**src/rtl/pfd_pkg.sv**
```systemverilog
package pfd_pkg;
  // Pair of detector flags, one per compared stream
  typedef struct packed {
    logic r;
    logic v;
  } pfd_pair_t;

  // Width needed to count 0..n
  function automatic int unsigned cnt_width(input int unsigned n);
    int unsigned w;
    w = 1;
    while ((1 << w) <= n) w++;
    return w;
  endfunction
endpackage

```
**src/rtl/pfd_edge_det.sv**
```systemverilog
module pfd_edge_det #(
  parameter int unsigned N = 2
) (
  input  logic         clk,
  input  logic         rst,
  input  logic [N-1:0] din,
  output logic [N-1:0] rise
);
  logic [N-1:0] prev_q;

  for (genvar g = 0; g < N; g++) begin : g_ch
    always_ff @(posedge clk) begin
      if (rst) prev_q[g] <= 1'b0;
      else     prev_q[g] <= din[g];
    end
    assign rise[g] = din[g] & ~prev_q[g];
  end
endmodule

```
**src/rtl/pfd_core.sv**
```systemverilog
module pfd_core
  import pfd_pkg::*;
#(
  parameter int unsigned MIN_PW = 2
) (
  input  logic      clk,
  input  logic      rst,
  input  logic      rise_r,
  input  logic      rise_v,
  output pfd_pair_t flags
);
  localparam int unsigned CW = cnt_width(MIN_PW);
  localparam logic [CW-1:0] LAST = CW'(MIN_PW - 1);

  pfd_pair_t   ff_q;
  logic [CW-1:0] cnt_q;
  logic        both;
  logic        clr;

  assign both = ff_q.r & ff_q.v;
  assign clr  = both && (cnt_q == LAST);

  always_ff @(posedge clk) begin
    if (rst) begin
      ff_q  <= '0;
      cnt_q <= '0;
    end else if (clr) begin
      // joint clear; an edge seen this cycle survives the clear
      ff_q.r <= rise_r;
      ff_q.v <= rise_v;
      cnt_q  <= '0;
    end else begin
      ff_q.r <= ff_q.r | rise_r;
      ff_q.v <= ff_q.v | rise_v;
      cnt_q  <= both ? cnt_q + CW'(1) : '0;
    end
  end

  assign flags = ff_q;
endmodule

```
**src/rtl/pfd_out_stage.sv**
```systemverilog
module pfd_out_stage
  import pfd_pkg::*;
(
  input  logic      clk,
  input  logic      rst,
  input  pfd_pair_t flags,
  input  logic      pol_swap,
  input  logic      out_en,
  input  logic      stby,
  input  logic      lock_en,
  output logic      err_r_n,
  output logic      err_v_n,
  output logic      lock_out,
  output logic      cp_drive_en
);
  logic sel_r, sel_v, drive, nxt_r_n, nxt_v_n;

  always_comb begin
    sel_r   = pol_swap ? flags.v : flags.r;
    sel_v   = pol_swap ? flags.r : flags.v;
    drive   = out_en & ~stby;
    nxt_r_n = ~(drive & sel_r);
    nxt_v_n = ~(drive & sel_v);
  end

  always_ff @(posedge clk) begin
    if (rst) begin
      err_r_n     <= 1'b1;
      err_v_n     <= 1'b1;
      lock_out    <= 1'b0;
      cp_drive_en <= 1'b1;
    end else begin
      err_r_n     <= nxt_r_n;
      err_v_n     <= nxt_v_n;
      lock_out    <= lock_en & nxt_r_n & nxt_v_n;
      cp_drive_en <= ~stby;
    end
  end
endmodule

```
**src/rtl/pfd_lock_top.sv**
```systemverilog
module pfd_lock_top
  import pfd_pkg::*;
#(
  parameter int unsigned MIN_PW = 2
) (
  input  logic clk,
  input  logic rst,
  input  logic ref_in,
  input  logic vco_in,
  input  logic pol_swap,
  input  logic out_en,
  input  logic stby,
  input  logic lock_en,
  output logic err_r_n,
  output logic err_v_n,
  output logic lock_out,
  output logic cp_drive_en
);
  localparam int unsigned NCH = 2;

  logic [NCH-1:0] edge_in, edge_rise;
  pfd_pair_t      flags;

  assign edge_in = {vco_in, ref_in};

  pfd_edge_det #(.N(NCH)) edge_i (
    .clk  (clk),
    .rst  (rst),
    .din  (edge_in),
    .rise (edge_rise)
  );

  pfd_core #(.MIN_PW(MIN_PW)) core_i (
    .clk    (clk),
    .rst    (rst),
    .rise_r (edge_rise[0]),
    .rise_v (edge_rise[1]),
    .flags  (flags)
  );

  pfd_out_stage out_i (
    .clk         (clk),
    .rst         (rst),
    .flags       (flags),
    .pol_swap    (pol_swap),
    .out_en      (out_en),
    .stby        (stby),
    .lock_en     (lock_en),
    .err_r_n     (err_r_n),
    .err_v_n     (err_v_n),
    .lock_out    (lock_out),
    .cp_drive_en (cp_drive_en)
  );
endmodule

```
**config.mk**
```make
export PLATFORM = sky130hd
export DESIGN_NAME = pfd_lock_top
export DESIGN_NICKNAME = d
export VERILOG_FILES = /design/src/rtl/pfd_pkg.sv /design/src/rtl/pfd_edge_det.sv /design/src/rtl/pfd_core.sv /design/src/rtl/pfd_out_stage.sv /design/src/rtl/pfd_lock_top.sv
export SDC_FILE = /design/constraint.sdc
export NUM_CORES = 1
export LEC_CHECK = 0
export BUFFER_PORTS_ARGS = -buffer_cell sky130_fd_sc_hd__buf_2
export CORE_AREA = 2 2 39 41
export CTS_CLUSTER_SIZE = 40
export DETAILED_ROUTE_END_ITERATION = 7
export DIE_AREA = 0 0 41 43
export GPL_ROUTABILITY_DRIVEN = 0
export GPL_TIMING_DRIVEN = 0
export PLACE_DENSITY = 0.46
export SLEW_MARGIN = 20
export SYNTH_ARGS = -nofsm -noshare
export SYNTH_HDL_FRONTEND = slang
export SYNTH_HIERARCHICAL = 1
export SYNTH_SLANG_ARGS = --single-unit
export TNS_END_PERCENT = 1
```
**constraint.sdc**
```tcl
create_clock -name clk -period 2.6 [get_ports clk]
set_clock_uncertainty 0.1 [all_clocks]
set_input_delay 0.78 -clock clk [delete_from_list [all_inputs] [get_ports clk]]
set_output_delay 0.78 -clock clk [all_outputs]
set_load 0.1 [all_outputs]
```
# == After elaboration in Yosys (flattened, before gate mapping) ==
# Index checks and enable logic that the tools add are counted.
# classes
add_sub_neg,1
n_eq_ne,1
mux,3
bitwise_logic,16
reduce_logical,2
# ops
operator,count
AND 1 bit,8
NOT 1 bit,6
OR reduction 3 bit,1
"adder 2 x 1 -> 2 bit, second input constant",1
"== test 2 x 1 -> 1 bit, second input constant",1
2-to-1 mux 1 bit,2
2-to-1 mux 2 bit,1
bitwise OR 1 bit,2
logical AND 1 bit,1
# totals
reg_bits,10
in_bits,8
elab_cells,32

# == Longest topological paths before layout ==
# depth
word_depth,6
depth_mapped,4

# == Cells and area by module ==
# Netlist, hierarchy kept.
# modules_own_cells
mod,instances,cells_each,area_each_um2,seq_area_each_um2
pfd_core,1,15,147.6,80.1
pfd_out_stage,1,14,142.6,80.1
pfd_edge_det,1,6,70.1,40.0

# == Worst setup path after synthesis ==
# OpenSTA, ideal clock, no wires.
# synth_timing
path_kind,register to output
startpoint,register out_i.cp_drive_en
endpoint,output cp_drive_en
arrival_time_ns,0.909
slack_ns,0.811
stages_incl_launch_ff,1
path_buffers,0
cell_sequence,dfxtp_1
# synth_lines
item,line_no,source
from (decl),pfd_out_stage.sv:14,output logic cp_drive_en
from (signal assigned),pfd_out_stage.sv:36,cp_drive_en <= ~stby;
to (decl),pfd_lock_top.sv:17,output logic cp_drive_en
# No word-level cell between the ends.

# == Final worst setup path ==
# layout_timing
startpoint,register out_i.err_v_n
endpoint,output err_v_n
# layout_lines
item,line_no,source
from (decl),pfd_out_stage.sv:12,"output logic err_v_n,"
from (signal assigned),pfd_out_stage.sv:34,err_v_n <= nxt_v_n;
to (decl),pfd_lock_top.sv:15,"output logic err_v_n,"
# No word-level cell between the ends.

==> results.cfg <==
[global_routing]
grt_pass1_wl_um = 1007
antenna_found_initial = 0
grt_overflow = 0
grt_max_degree = 8
grtUsageTotal_pct = 9.485
first_global_vias = 218

[cts]
tritoncts = built
cts_root_buffer = clkbuf_4
path_clk_slew_ps = 60
max-clock-path-buffers = 2
postCtsResizedCells = 0
cts_buffers = 3
clock_latency_ps = 260
h-tree-depth = 1
post_cts_buffers = 0
hold_buffers = 0
clkSinkCount = 10

[logic_synthesis]
syn_area_um2 = 360.3
muxShareOfSynthArea_pct = 6.250
synth_enable_flop_cells = 0
yosysSeqAreaShare_pct = 55.56
syn_nets = 44
synth-main-ff-cell = dfxtp_1
synthArstFlopShare_pct = 0
synth_top_family_by_area = simple AND/OR/NAND/NOR gates
ys_warn_count = 6
ys_top_cells_by_count = 10 x dfxtp_1, 5 x inv_1, 5 x nor2_1
synth-adder-area-share_pct = 3.472
yosysTopAreaCellShare_pct = 55.56
ys_types = 12
yosys.area_share.simple_pct = 21.88
synth-compound-area-share_pct = 7.639
yosysTopAreaCell = dfxtp_1
synth_xor_area_share_pct = 0
yosys.cell_count.top_type = dfxtp_1
postSynthCellCount = 35
synth_area_leaders = dfxtp_1 56%, mux2_2 6.3%, inv_1 5.2%, nor2_1 5.2%, a311oi_1 4.9%
ys_ff_latch = 10
syn_area_per_cell_um2 = 10.30

[worst_setup_path]
path_buf_inv = 1
r2r_cells = 4
cp_slowest_cell = buf_2
path_max_fanout = 1
rr_startpoint = core_i/cnt_q[1]
cp.depth = 1
crit_type = register to output port
crit_family = buffers and inverters
rrSetupSlack_ps = 1590
cp_cell_sequence = buf_2
crit_required_ps = 1720
worstPathArrival_ps = 970
critPathCaptureType = output port
start_kind = register
cp_slowest_stage_delay_ps = 410
crit_start = out_i/err_v_n
r2r-end = core_i/cnt_q[0]

[floorplan]
dieWidth_um = 41
die-height_um = 43
fp.dieArea_mm2 = 0.001763
start_util_pct = 26.04
io_pins = 12
core_area_mm2 = 0.001384
row_count = 14

[place]
io_buffers = 11
dpl.hpwl_um = 426.9

[layout]
n_antenna_cell = 0
nets = 60
fin_util_pct = 33.09
layout.filler_cells = 147
area_growth_pct = 27.08
drive_gt1_share_pct = 36.73

[detailed_routing]
routed-via-count = 271
drt-pass1-iter-count = 4
avgViaCountPerCell = 4.169
drt_iter0_markers = 3
drcViolationCount = 0
wire_per_inst_um = 8.862
wl_um = 576
drtAntennaViolNets = 0

[timing]
slew_headroom_pct = 67.83
layout_min_cycle_time_ps = 1855
worstMarginPinSlew_ps = 486.0
min_period_over_period_pct = 71.34
tns_ps = 0
maxSlewViolCount = 0
finalSetupViolCount = 0
rsz0062_at_grt = no
fmaxAchievable_mhz = 539.2
hold_viol = 0

[run_status]
status = finished, final reports clean

[job]
drv_cap = 0

[power_and_ir_drop]
vdd_drop_max_v = 0.0002605
total_power_uw = 308.7
p_leak_nw = 0.2041
powerDensity_mw_per_mm2 = 674.2

[min_path]
hold_path_end = core_i/cnt_q[0]
hp-start = core_i/cnt_q[0]
hold_path_depth = 1
worstHoldPathType = register to register
==> sequential cells by signal, summed over array words and instances, names as in the netlist <==
register	cells
core_i/cnt_q	2
core_i/flags	2
edge_i/prev_q	2
out_i/cp_drive_en	1
out_i/err_r_n	1
out_i/err_v_n	1
out_i/lock_out	1
==> cell usage in the layout, fill, tap and decap left out <==
master     count
buf_2         11
dfxtp_1       10
inv_1          5
nor2_1         5
clkbuf_4       3
nand2_1        3
a311oi_1       2
nor2b_2        2
nor2b_1        2
mux2_2         2
nand4bb_1      1
ha_1           1
nor3b_1        1
o311a_1        1
==> cell type report <==
cell class	instances	area, um2	share of cell area (%)
well taps	16	20.02	4.372
multi-input cells	20	141.4	30.87
flip-flops and latches	10	200.2	43.72
inverters	5	18.77	4.098
clock buffers	3	22.52	4.918
repair buffers	11	55.05	12.02
==> how the worst max path moves through the flow <==
| stage | endpoint | slack, ps |
|---|---|---|
| global route | err_r_n | 690 |
| CTS | err_v_n | 720 |
| finish | err_v_n | 750 |
| floorplan | cp_drive_en | 810 |
| detailed placement | err_v_n | 1010 |
| global placement | err_v_n | 1020 |
==> worst register-to-register path: cells and delay by family, from the launching register on <==
family / cells / cell delay (ps)
fa+ha+maj: 1 / 190
flops: 1 / 300
simple gates: 2 / 320
buf+inv: 1 / 30
==> cell families (layout without fill, tap and decap cells) <==
group	Yosys count	after routing
AND/OR/NAND/NOR	14	14
flip-flops	10	10
buffers and inverters	5	19
AO/OA/AOI/OAI	3	3
multiplexers	2	2
adder cells (fa/ha/maj)	1	1
==> power breakdown <==
group / internal (mW) / switching [mW] / leakage (nW)
sequential: 0.160 / 0.00516 / 0.0825
combinational: 0.0148 / 0.0284 / 0.108
clock: 0.0532 / 0.0469 / 0.0138
==> metal layers <==
layer / track usage (%) / vias up / part of all wire, %
li1: - / 145 / -
met1: 13.73 / 115 / 52
met2: 8.750 / 11 / 38
met3: 9.424 / 0 / 11
met4: 4.000 / 0 / 0
met5: 0 / - / 0
==> metrics by stage <==
stage / instance area (um2) / hold slack, ps / setup WS (ps) / std cells
finish: 457.9 / 320.5 / 745.2 / 65
global route: 457.9 / 332.9 / 691.6 / 65
CTS: 457.9 / 320.7 / 722.9 / 65
detailed placement: 435.4 / 311.9 / 1015 / 62
global placement: 435.4 / 314.7 / 1023 / 62
floorplan: 360.3 / 299.0 / 811.0 / 35
Power figures use the tool's default switching activity.
